File: config.mk
export PLATFORM = sky130hd
export DESIGN_NAME = can_irq_aggr
export DESIGN_NICKNAME = d
export VERILOG_FILES = /design/src/rtl/can_irq_aggr.sv
export SDC_FILE = /design/constraint.sdc
export NUM_CORES = 1
export LEC_CHECK = 0
export CAP_MARGIN = 25
export CORE_MARGIN = 4
export CORE_UTILIZATION = 30
export DETAILED_ROUTE_END_ITERATION = 12
export SLEW_MARGIN = 20
export SYNTH_ARGS = -nofsm -noshare
export SYNTH_HDL_FRONTEND = slang
export SYNTH_SLANG_ARGS = --single-unit
File: constraint.sdc
create_clock -name clk -period 1.3 [get_ports clk]
set_input_delay 0.13 -clock clk [delete_from_list [all_inputs] [get_ports clk]]
set_output_delay 0.13 -clock clk [all_outputs]
set_load 0.1 [all_outputs]
File: src/rtl/can_irq_aggr.sv
module can_irq_aggr #(
  parameter int NSLOT = 16
) (
  input  logic             clk,
  input  logic             rst_n,
  input  logic [NSLOT-1:0] slot_done_i,
  input  logic [NSLOT-1:0] slot_dir_i,
  input  logic             err_bus_i,
  input  logic             err_passive_i,
  input  logic             err_busoff_i,
  input  logic             wr_en_i,
  input  logic [1:0]       wr_addr_i,
  input  logic [NSLOT-1:0] wr_data_i,
  input  logic [2:0]       ack_i,
  output logic [2:0]       irq_o,
  output logic [NSLOT-1:0] slot_sts_o,
  output logic [2:0]       err_sts_o
);
  localparam int NERR = 3;

  logic [NSLOT-1:0] slot_sts_q, slot_mask_q, slot_clr, slot_sts_d, slot_mask_d;
  logic [NERR-1:0]  err_sts_q, err_mask_q, err_clr, err_sts_d, err_mask_d, err_evt;
  logic [2:0]       irq_q, irq_set;
  logic             err_any_q, err_any_d;

  assign slot_clr    = (wr_en_i && wr_addr_i == 2'd0) ? wr_data_i : '0;
  assign slot_mask_d = (wr_en_i && wr_addr_i == 2'd1) ? wr_data_i : slot_mask_q;
  assign err_clr     = (wr_en_i && wr_addr_i == 2'd2) ? wr_data_i[NERR-1:0] : '0;
  assign err_mask_d  = (wr_en_i && wr_addr_i == 2'd3) ? wr_data_i[NERR-1:0] : err_mask_q;

  assign err_evt    = {err_busoff_i, err_passive_i, err_bus_i};
  assign slot_sts_d = (slot_sts_q & ~slot_clr) | slot_done_i;
  assign err_sts_d  = (err_sts_q & ~err_clr) | err_evt;

  assign err_any_q = |(err_sts_q & err_mask_q);
  assign err_any_d = |(err_sts_d & err_mask_d);

  assign irq_set[0] = |(slot_done_i & slot_dir_i & slot_mask_q);
  assign irq_set[1] = |(slot_done_i & ~slot_dir_i & slot_mask_q);
  assign irq_set[2] = err_any_d & ~err_any_q;

  always_ff @(posedge clk or negedge rst_n) begin
    if (!rst_n) begin
      slot_sts_q  <= '0;
      slot_mask_q <= '0;
      err_sts_q   <= '0;
      err_mask_q  <= '0;
      irq_q       <= '0;
    end else begin
      slot_sts_q  <= slot_sts_d;
      slot_mask_q <= slot_mask_d;
      err_sts_q   <= err_sts_d;
      err_mask_q  <= err_mask_d;
      irq_q       <= irq_set | (irq_q & ~ack_i);
    end
  end

  assign irq_o      = irq_q;
  assign slot_sts_o = slot_sts_q;
  assign err_sts_o  = err_sts_q;
endmodule


; Word-level counts from Yosys, hierarchy flattened
; Cells that the tools add are included.
[classes]
eq_ne = 3
n_mux = 3
bitwise_logic = 18
reduce_logical = 9
[ops]
columns = operator, n
row1 = $and 16x16->16, 5
row2 = $not 16->16, 2
row3 = $reduce_or 16->1, 2
row4 = $mux 16, 1
row5 = $or 16x16->16, 1
row6 = $and 3x3->3, 4
row7 = $mux 3, 2
row8 = $not 3->3, 2
row9 = $or 3x3->3, 2
row10 = $reduce_or 3->1, 2
row11 = $eq 2x2->1 const B, 2
row12 = $logic_and 1x1->1, 4
row13 = $eq 2x1->1 const B, 1
row14 = $logic_not 2->1, 1
row15 = $and 1x1->1, 1
row16 = $not 1->1, 1
[word_totals]
ff_bits = 41
out_inout_bits = 22

; Longest topological paths before layout
; Gate-level depths: netlist of run 1.
[depth]
ltp_word = 10
ltp_mapped = 4
ltp_nobuf = 4

; Worst setup path after synthesis of run 1
; Ideal clock, no wire load.
[synth_path]
path_kind = reg-to-reg
from = register err_sts_q[1], in the netlist err_sts_o[1]
to = register irq_q[2], in the netlist irq_o[2]
arrival_ns = 1.403
slack_ns = -0.238
path_stages_with_launch = 4
n_path_buf = 0
path_cell_list = dfrtp_1 > a21o_1 > a222oi_1 > o22ai_1
[synth_between]
elab_chain_len = 6
elab_cells_between_ends = 9
classes_between = bitwise: 7 / reduce/logical: 2
[synth_lines]
columns = item, line
row1 = from (decl), 22  ; logic [NERR-1:0] err_sts_q, err_mask_q, err_clr, err_sts_d, err_mask_d, err_evt;
row2 = from (signal assigned), 52  ; err_sts_q <= err_sts_d;
row3 = $and 3x3->3, 33  ; assign err_sts_d = (err_sts_q & ~err_clr) | err_evt;
row4 = $or 3x3->3, 33
row5 = net err_sts_d[1], 22
row6 = $and 3x3->3, 36  ; assign err_any_d = |(err_sts_d & err_mask_d);
row7 = $reduce_or 3->1, 36
row8 = $and 1x1->1, 40  ; assign irq_set[2] = err_any_d & ~err_any_q;
row9 = $or 3x3->3, 54  ; irq_q <= irq_set | (irq_q & ~ack_i);
row10 = to (signal assigned), 54
row11 = to (decl), 23  ; logic [2:0] irq_q, irq_set;
; The timed path passes the listed nets, and every way through them passes these cells.
; A chain may end at the register's enable or synchronous reset.

; Final worst setup path of run 1
[layout_path]
from = input wr_data_i[1]
to = register irq_q[2], in the netlist irq_o[2]
[layout_between]
elab_chain_len = 8
elab_cells_between_ends = 9
classes_between = mux: 2 / bitwise: 6 / reduce/logical: 1
[layout_lines]
columns = item, line
row1 = from (decl), 13  ; input logic [NSLOT-1:0] wr_data_i,
row2 = $mux 3, 28  ; assign err_clr = (wr_en_i && wr_addr_i == 2'd2) ? wr_data_i[NERR-1:0] : '0;
row3 = $not 3->3, 33
row4 = $and 3x3->3, 33
row5 = $or 3x3->3, 33
row6 = net err_sts_d[1], 22
row7 = $and 3x3->3, 36
row8 = $reduce_or 3->1, 36
row9 = $and 1x1->1, 40
row10 = $or 3x3->3, 54
; The timed path passes the listed nets, and every way through them passes these cells.

==> results of run 1 <==
power by group through the flow:
stage / logic, mW / registers (mW) / clock network (mW)
floorplan: 0.264 / 1.80 / 0
global placement: 1.07 / 1.56 / 0
detailed placement: 1.08 / 1.57 / 0
CTS: 1.09 / 1.54 / 0.872
global route: 1.15 / 1.57 / 0.925
finish: 1.08 / 1.54 / 0.842
worst max-delay path: cells and delay by family:
family	cells	cell delay (ps)
and+or+nand+nor	1	110
AOI/OAI and AO/OA	3	660
buffers and inverters	1	540
per-stage QoR:
| step | power [mW] | setup TNS [ps] | setup slack (ps) | hold slack, ps |
|---|---|---|---|---|
| 6_report | 3.46 | 0 | 10.0 | 295 |
| 5_1_grt | 3.64 | -3.59 | -3.59 | 327 |
| 3_3_place_gp | 2.63 | -9510 | -336 | 76.5 |
| 3_5_place_dp | 2.65 | -9870 | -359 | 76.5 |
| 4_1_cts | 3.50 | 0 | 17.9 | 298 |
| 2_1_floorplan | 2.07 | -38.7 | -38.7 | -166 |
kinds of logic after synthesis:
logic type,Yosys count
AOI/OAI and AO/OA,32
buffers and inverters,7
DFF,41
muxes,19
and+or+nand+nor,61
area by class of cell:
cell class,instances,area (sq um)
repair buffers,106,1230
flip-flops and latches,41,1030
inverters,5,18.8
multi-input cells,112,761
fillers,500,2450
clock buffers,8,90.1
well taps,72,90.1
Yosys cell counts:
library cell / count / area [sq um]
a21o_1: 19 / 143
a222oi_1: 2 / 20.0
a31oi_1: 1 / 6.26
buf_2: 2 / 10.0
dfrtp_1: 41 / 1030
inv_1: 5 / 18.8
mux2_2: 18 / 203
mux2_4: 1 / 15.0
nand2_1: 31 / 116
nand3_1: 17 / 85.1
nand3_2: 1 / 10.0
nand3b_1: 1 / 7.51
nand4_1: 4 / 25.0
nand4b_1: 3 / 26.3
nor3_1: 1 / 5.00
nor3b_2: 1 / 12.5
nor4_1: 2 / 12.5
o21ai_0: 1 / 5.00
o22ai_1: 9 / 56.3
per-layer routing:
| layer | wire length (microns) | GRT usage (%) | vias up |
|---|---|---|---|
| met2 | 2580 | 24.6 | 59 |
| met5 | 0 | 0 | - |
| met3 | 346 | 4.03 | 4 |
| li1 | - | - | 806 |
| met4 | 62 | 3.74 | 0 |
| met1 | 2270 | 19.8 | 794 |
state kept, by name (all words and copies together) (netlist names):
register and count:
slot_mask_q 16, slot_sts_o 16, err_mask_q 3, err_sts_o 3, irq_o 3
worst paths after layout:
check,endpoint,cells after the start,slack [ps]
worst min-delay path,slot_mask_q[14]$_DFFE_PN0P_,2,300
min in group clk,err_mask_q[1]$_DFF_PN0_,3,390
worst max-delay path,irq_o[2]$_DFF_PN0_,5,10
worst max register to register,irq_o[2]$_DFF_PN0_,3,50
worst min register to register,slot_mask_q[1]$_DFFE_PN0P_,1,530
max in group asynchronous,err_sts_o[1]$_DFF_PN0_,3,520
what timing repair did:
item | CTS | global route
setup buffers | 0 | 0
hold endpoints to repair | 14 | 0
pin swaps | 4 | 1
hold buffers | 1 | 0
resized for setup | 4 | 1
endpoints found under the setup margin | 12 | 1
==> flow_metrics.env, run 1 <==
export IMPL_clkSlewWorstSetupHoldPaths_ps=80
export IMPL_drtIter0Drc=58
export IMPL_dpl_instance_area_sq_um=3120
export IMPL_netlist_cell_type_count=19
export IMPL_max_slew_margin_pct=74.9
export IMPL_final_core_util_pct=56.9
export IMPL_hold_violations=0
export IMPL_grt_ovfl_total=0
export IMPL_num_vias=1663
export IMPL_grt_pass1_vias=1776
export IMPL_port_buffers=80
export IMPL_worstMarginPinSlew_ps=376
export IMPL_cts_tree="yes"
export IMPL_worstSkewPairLatency_ps=280
export IMPL_layoutNonFillerInstCount=344
export IMPL_wl_per_cell_microns=15.3
export IMPL_p_comb_share_pct=31.1
export IMPL_min_delay_path_class="in -> async"
export IMPL_swShare_pct=30.7
export IMPL_p_per_area_nw_per_um2=1070
export IMPL_final_common_cell="clkdlybuf4s50_1"
export IMPL_synthCells=160
export IMPL_cts_htree_levels=2
export IMPL_final_nets=330
export IMPL_fin_crit_ps=1290
export IMPL_worstPathArrival_ps=1440
export IMPL_gp_congestion=0.828
export IMPL_antenna_found_initial=0
export IMPL_grt_pass1_wl_microns=8730
export IMPL_cts_sinks=41
export IMPL_placed_cells=335
export IMPL_start_util_pct=31.8
export IMPL_grt_max_degree=28
export IMPL_end_kind="flip-flop"
export IMPL_synth_area_sq_um=1800
export IMPL_dieWidth_microns=85.5
export IMPL_critPathSlowestCell="clkdlybuf4s50_1"
export IMPL_setup_worst_path_class="in -> reg"
export IMPL_clock_skew_ps=9.24
export IMPL_vias_per_cell=4.83
export IMPL_setup_viol_count_final=0
export IMPL_crit_required_ps=1450
export IMPL_switchingPower_mw=1.06
export IMPL_synthSimpleGateAreaFrac_pct=16.7
export IMPL_die_y_microns=85.5
export IMPL_coreArea_sq_um=5680
export IMPL_status="finished clean"
export IMPL_drv_cap=0
export IMPL_cp_cell_sequence="clkdlybuf4s50_1, nand4b_1, a21o_1, a222oi_1, o22ai_1"
export IMPL_rsz0062_at_grt="yes"
export IMPL_clockBufferDepth=2
export IMPL_ys_seq_area_share_pct=56.9
export IMPL_rows=27
export IMPL_final_area_sq_um=3230
export IMPL_worstPathMaxFanout=3
export IMPL_track_usage_pct=15.0
export IMPL_die_area_sq_um=7310
export IMPL_power_frac_seq_pct=44.5
export IMPL_ys_ff_latch=41
export IMPL_slew_violations=0
export IMPL_synthXorXnorAreaFrac_pct=0
export IMPL_critical_path_max_stage_delay_ps=540
export IMPL_cts_buffers=5
export IMPL_final_layout_size_suffix_gt1_share_pct=30.1
export IMPL_drt_pass1_iterations=4
export IMPL_hpwl_microns=4170
export IMPL_yosysWarnings=0
export IMPL_mostFrequentLayoutCells="clkdlybuf4s50_1 (54), dfrtp_1 (36), nand2_1 (31), buf_12 (24), buf_4 (23)"
export IMPL_wirelength_microns=5260
export IMPL_synth_avg_cell_area_sq_um=11.3
export IMPL_r2r_start="err_sts_o[1]$_DFF_PN0_"
export IMPL_ant_nets=0
export IMPL_synth_top_family_by_area="simple AND/OR/NAND/NOR gates"
export IMPL_fin_crit_sh_pct=99.2
export IMPL_max_vdd_ir_drop_v=0.000563
export IMPL_synth_compound_area_share_pct=12.8
export IMPL_io_pins=81
export IMPL_synthesis_nets=219
export IMPL_synthAdderAreaFrac_pct=0
export IMPL_start_kind="primary input"
export IMPL_synthMuxAreaShare_pct=12.1
export IMPL_drt_drc_violations_left=0
export IMPL_cts_root_buffer="clkbuf_8"
export IMPL_max_clock_freq_ghz=0.775
export IMPL_syn_to_final_growth_pct=79.0
export IMPL_worstSetupStartpoint="wr_data_i[1]"
export IMPL_leakagePower_nw=1.34
export IMPL_pwr_share_clk_pct=24.3
export IMPL_n_antenna_cell=0
export IMPL_cellInternalPower_mw=2.40
No activity file was read; power rests on OpenSTA's default activity.
==> run 2: changes to the inputs <==
--- a/config.mk
+++ b/config.mk
@@ -6,6 +6,7 @@
 export NUM_CORES = 1
 export LEC_CHECK = 0
 export CAP_MARGIN = 25
+export CORE_ASPECT_RATIO = 0.6
 export CORE_MARGIN = 4
 export CORE_UTILIZATION = 30
 export DETAILED_ROUTE_END_ITERATION = 12
==> run 2 against run 1 <==
The run now ends with negative setup slack left. Sequential power about the same. Cell count up 1.7%. Highest routed layer unchanged. Via count down 1.6%. Critical endpoint unchanged.
==> flow_metrics.env, run 2 (synthesis gave the netlist of run 1 again) <==
export IMPL_max_vdd_ir_drop_v=0.000441
export IMPL_grt_max_degree=42
export IMPL_wirelength_microns=5570
export IMPL_clkSlewWorstSetupHoldPaths_ps=80
export IMPL_drt_pass1_iterations=4
export IMPL_mostFrequentLayoutCells="clkdlybuf4s50_1 (52), dfrtp_1 (36), nand2_1 (31), buf_12 (24), buf_4 (21)"
export IMPL_start_util_pct=31.6
export IMPL_cts_sinks=41
export IMPL_fin_setup_tns_ps=-27.6
export IMPL_cts_root_buffer="clkbuf_8"
export IMPL_worstPathMaxFanout=2
export IMPL_cp_cell_sequence="mux2_4, a222oi_1, o22ai_1"
export IMPL_cts_tree="yes"
export IMPL_dpl_instance_area_sq_um=3110
export IMPL_fin_crit_sh_pct=102
export IMPL_drv_cap=0
export IMPL_dieWidth_microns=108
export IMPL_grt_pass1_wl_microns=9140
export IMPL_die_area_sq_um=7350
export IMPL_rsz0062_at_grt="yes"
export IMPL_max_clock_freq_ghz=0.753
export IMPL_drtIter0Drc=87
export IMPL_start_kind="flip-flop"
export IMPL_max_slew_margin_pct=74.6
export IMPL_status="finished, violations left"
export IMPL_p_per_area_nw_per_um2=1080
export IMPL_final_nets=329
export IMPL_worstSkewPairLatency_ps=280
export IMPL_grt_pass1_vias=1784
export IMPL_num_vias=1636
export IMPL_slew_violations=0
export IMPL_crit_required_ps=1460
export IMPL_rows=21
export IMPL_syn_to_final_growth_pct=79.2
export IMPL_critPathSlowestCell="a222oi_1"
export IMPL_gp_congestion=0.826
export IMPL_nFillCells=490
export IMPL_final_common_cell="clkdlybuf4s50_1"
export IMPL_dp_slack_ps=-458
export IMPL_end_kind="flip-flop"
export IMPL_io_pins=81
export IMPL_cts_htree_levels=2
export IMPL_critical_path_max_stage_delay_ps=420
export IMPL_worstPathArrival_ps=1490
export IMPL_vias_per_cell=4.67
export IMPL_grt_ovfl_total=0
export IMPL_cts_buffers=5
export IMPL_fin_crit_ps=1330
export IMPL_worst_slack_ps=-27.6
export IMPL_port_buffers=80
export IMPL_clockBufferDepth=2
export IMPL_die_y_microns=68.1
export IMPL_violations="negative setup slack"
export IMPL_ant_nets=0
export IMPL_wl_per_cell_microns=15.9
export IMPL_worst_hold_slack_ps=352
export IMPL_clock_skew_ps=11.3
export IMPL_worstMarginPinSlew_ps=380
export IMPL_leakagePower_nw=1.33
export IMPL_setup_viol_count_final=1
export IMPL_hold_violations=0
export IMPL_min_delay_path_class="in -> async"
export IMPL_n_antenna_cell=0
export IMPL_setup_worst_path_class="reg -> reg"
export IMPL_track_usage_pct=16.4
export IMPL_drt_drc_violations_left=0
export IMPL_final_area_sq_um=3230
export IMPL_final_layout_size_suffix_gt1_share_pct=30.4
export IMPL_coreArea_sq_um=5700
export IMPL_hpwl_microns=4420
export IMPL_antenna_found_initial=0
run 2: cell type report:
type	count	area, sq um	area share [%]
flip-flops and latches	41	1030	32.0
inverters	5	18.8	0.581
repair buffers	105	1230	38.0
well taps	80	100	3.10
multi-input cells	112	761	23.5
clock buffers	6	82.6	2.56
clock inverters	1	7.51	0.232
run 2: timing repair:
item | CTS | global route
hold buffers | 1 | 0
setup buffers | 1 | 0
gates cloned | 0 | 0
pin swaps | 3 | 5
setup endpoints to repair | 2 | 3
gates resized for setup | 6 | 2
endpoints found under the hold margin | 41 | 0
run 2: power by group:
group / total (mW) / internal, mW / switching, mW
clock: 0.848 / 0.420 / 0.428
combinational: 1.08 / 0.544 / 0.540
sequential: 1.55 / 1.43 / 0.122
total: 3.48 / 2.39 / 1.09
run 2: worst paths after layout:
path,startpoint,to,slack (ps),cells after the start
worst max-delay path,err_mask_q[1]$_DFF_PN0_,irq_o[2]$_DFF_PN0_,-30,3
worst min-delay path,rst_n,irq_o[2]$_DFF_PN0_,350,3
worst max register to register,err_mask_q[1]$_DFF_PN0_,irq_o[2]$_DFF_PN0_,-30,3
worst min register to register,slot_mask_q[2]$_DFFE_PN0P_,slot_mask_q[2]$_DFFE_PN0P_,530,1
max in group asynchronous,rst_n,irq_o[1]$_DFF_PN0_,730,3
min in group clk,wr_data_i[0],err_mask_q[0]$_DFF_PN0_,360,2
run 2: worst max-delay path: cells and delay by family, from the launching register on:
| family | cells | cell delay, ps |
|---|---|---|
| AO/OA/AOI/OAI | 2 | 530 |
| flip-flops | 1 | 400 |
| multiplexers | 1 | 270 |
run 2: per-layer routing:
layer	vias up	wire length (microns)	share of wire [%]	track usage [%]
met3	4	517	9.3	7.82
met1	765	2770	50	22.6
met4	0	36	0.65	2.83
met5	-	0	0	0
li1	805	-	-	-
met2	62	2250	40	23.8
run 2: per-stage QoR:
stage,total power [mW],std cells,utilization (%)
after detailed placement,2.65,341,54.6
after global placement,2.63,341,54.6
final,3.48,350,56.7
after global routing,3.68,350,56.7
after CTS,3.51,350,56.4
after floorplan,2.07,160,-
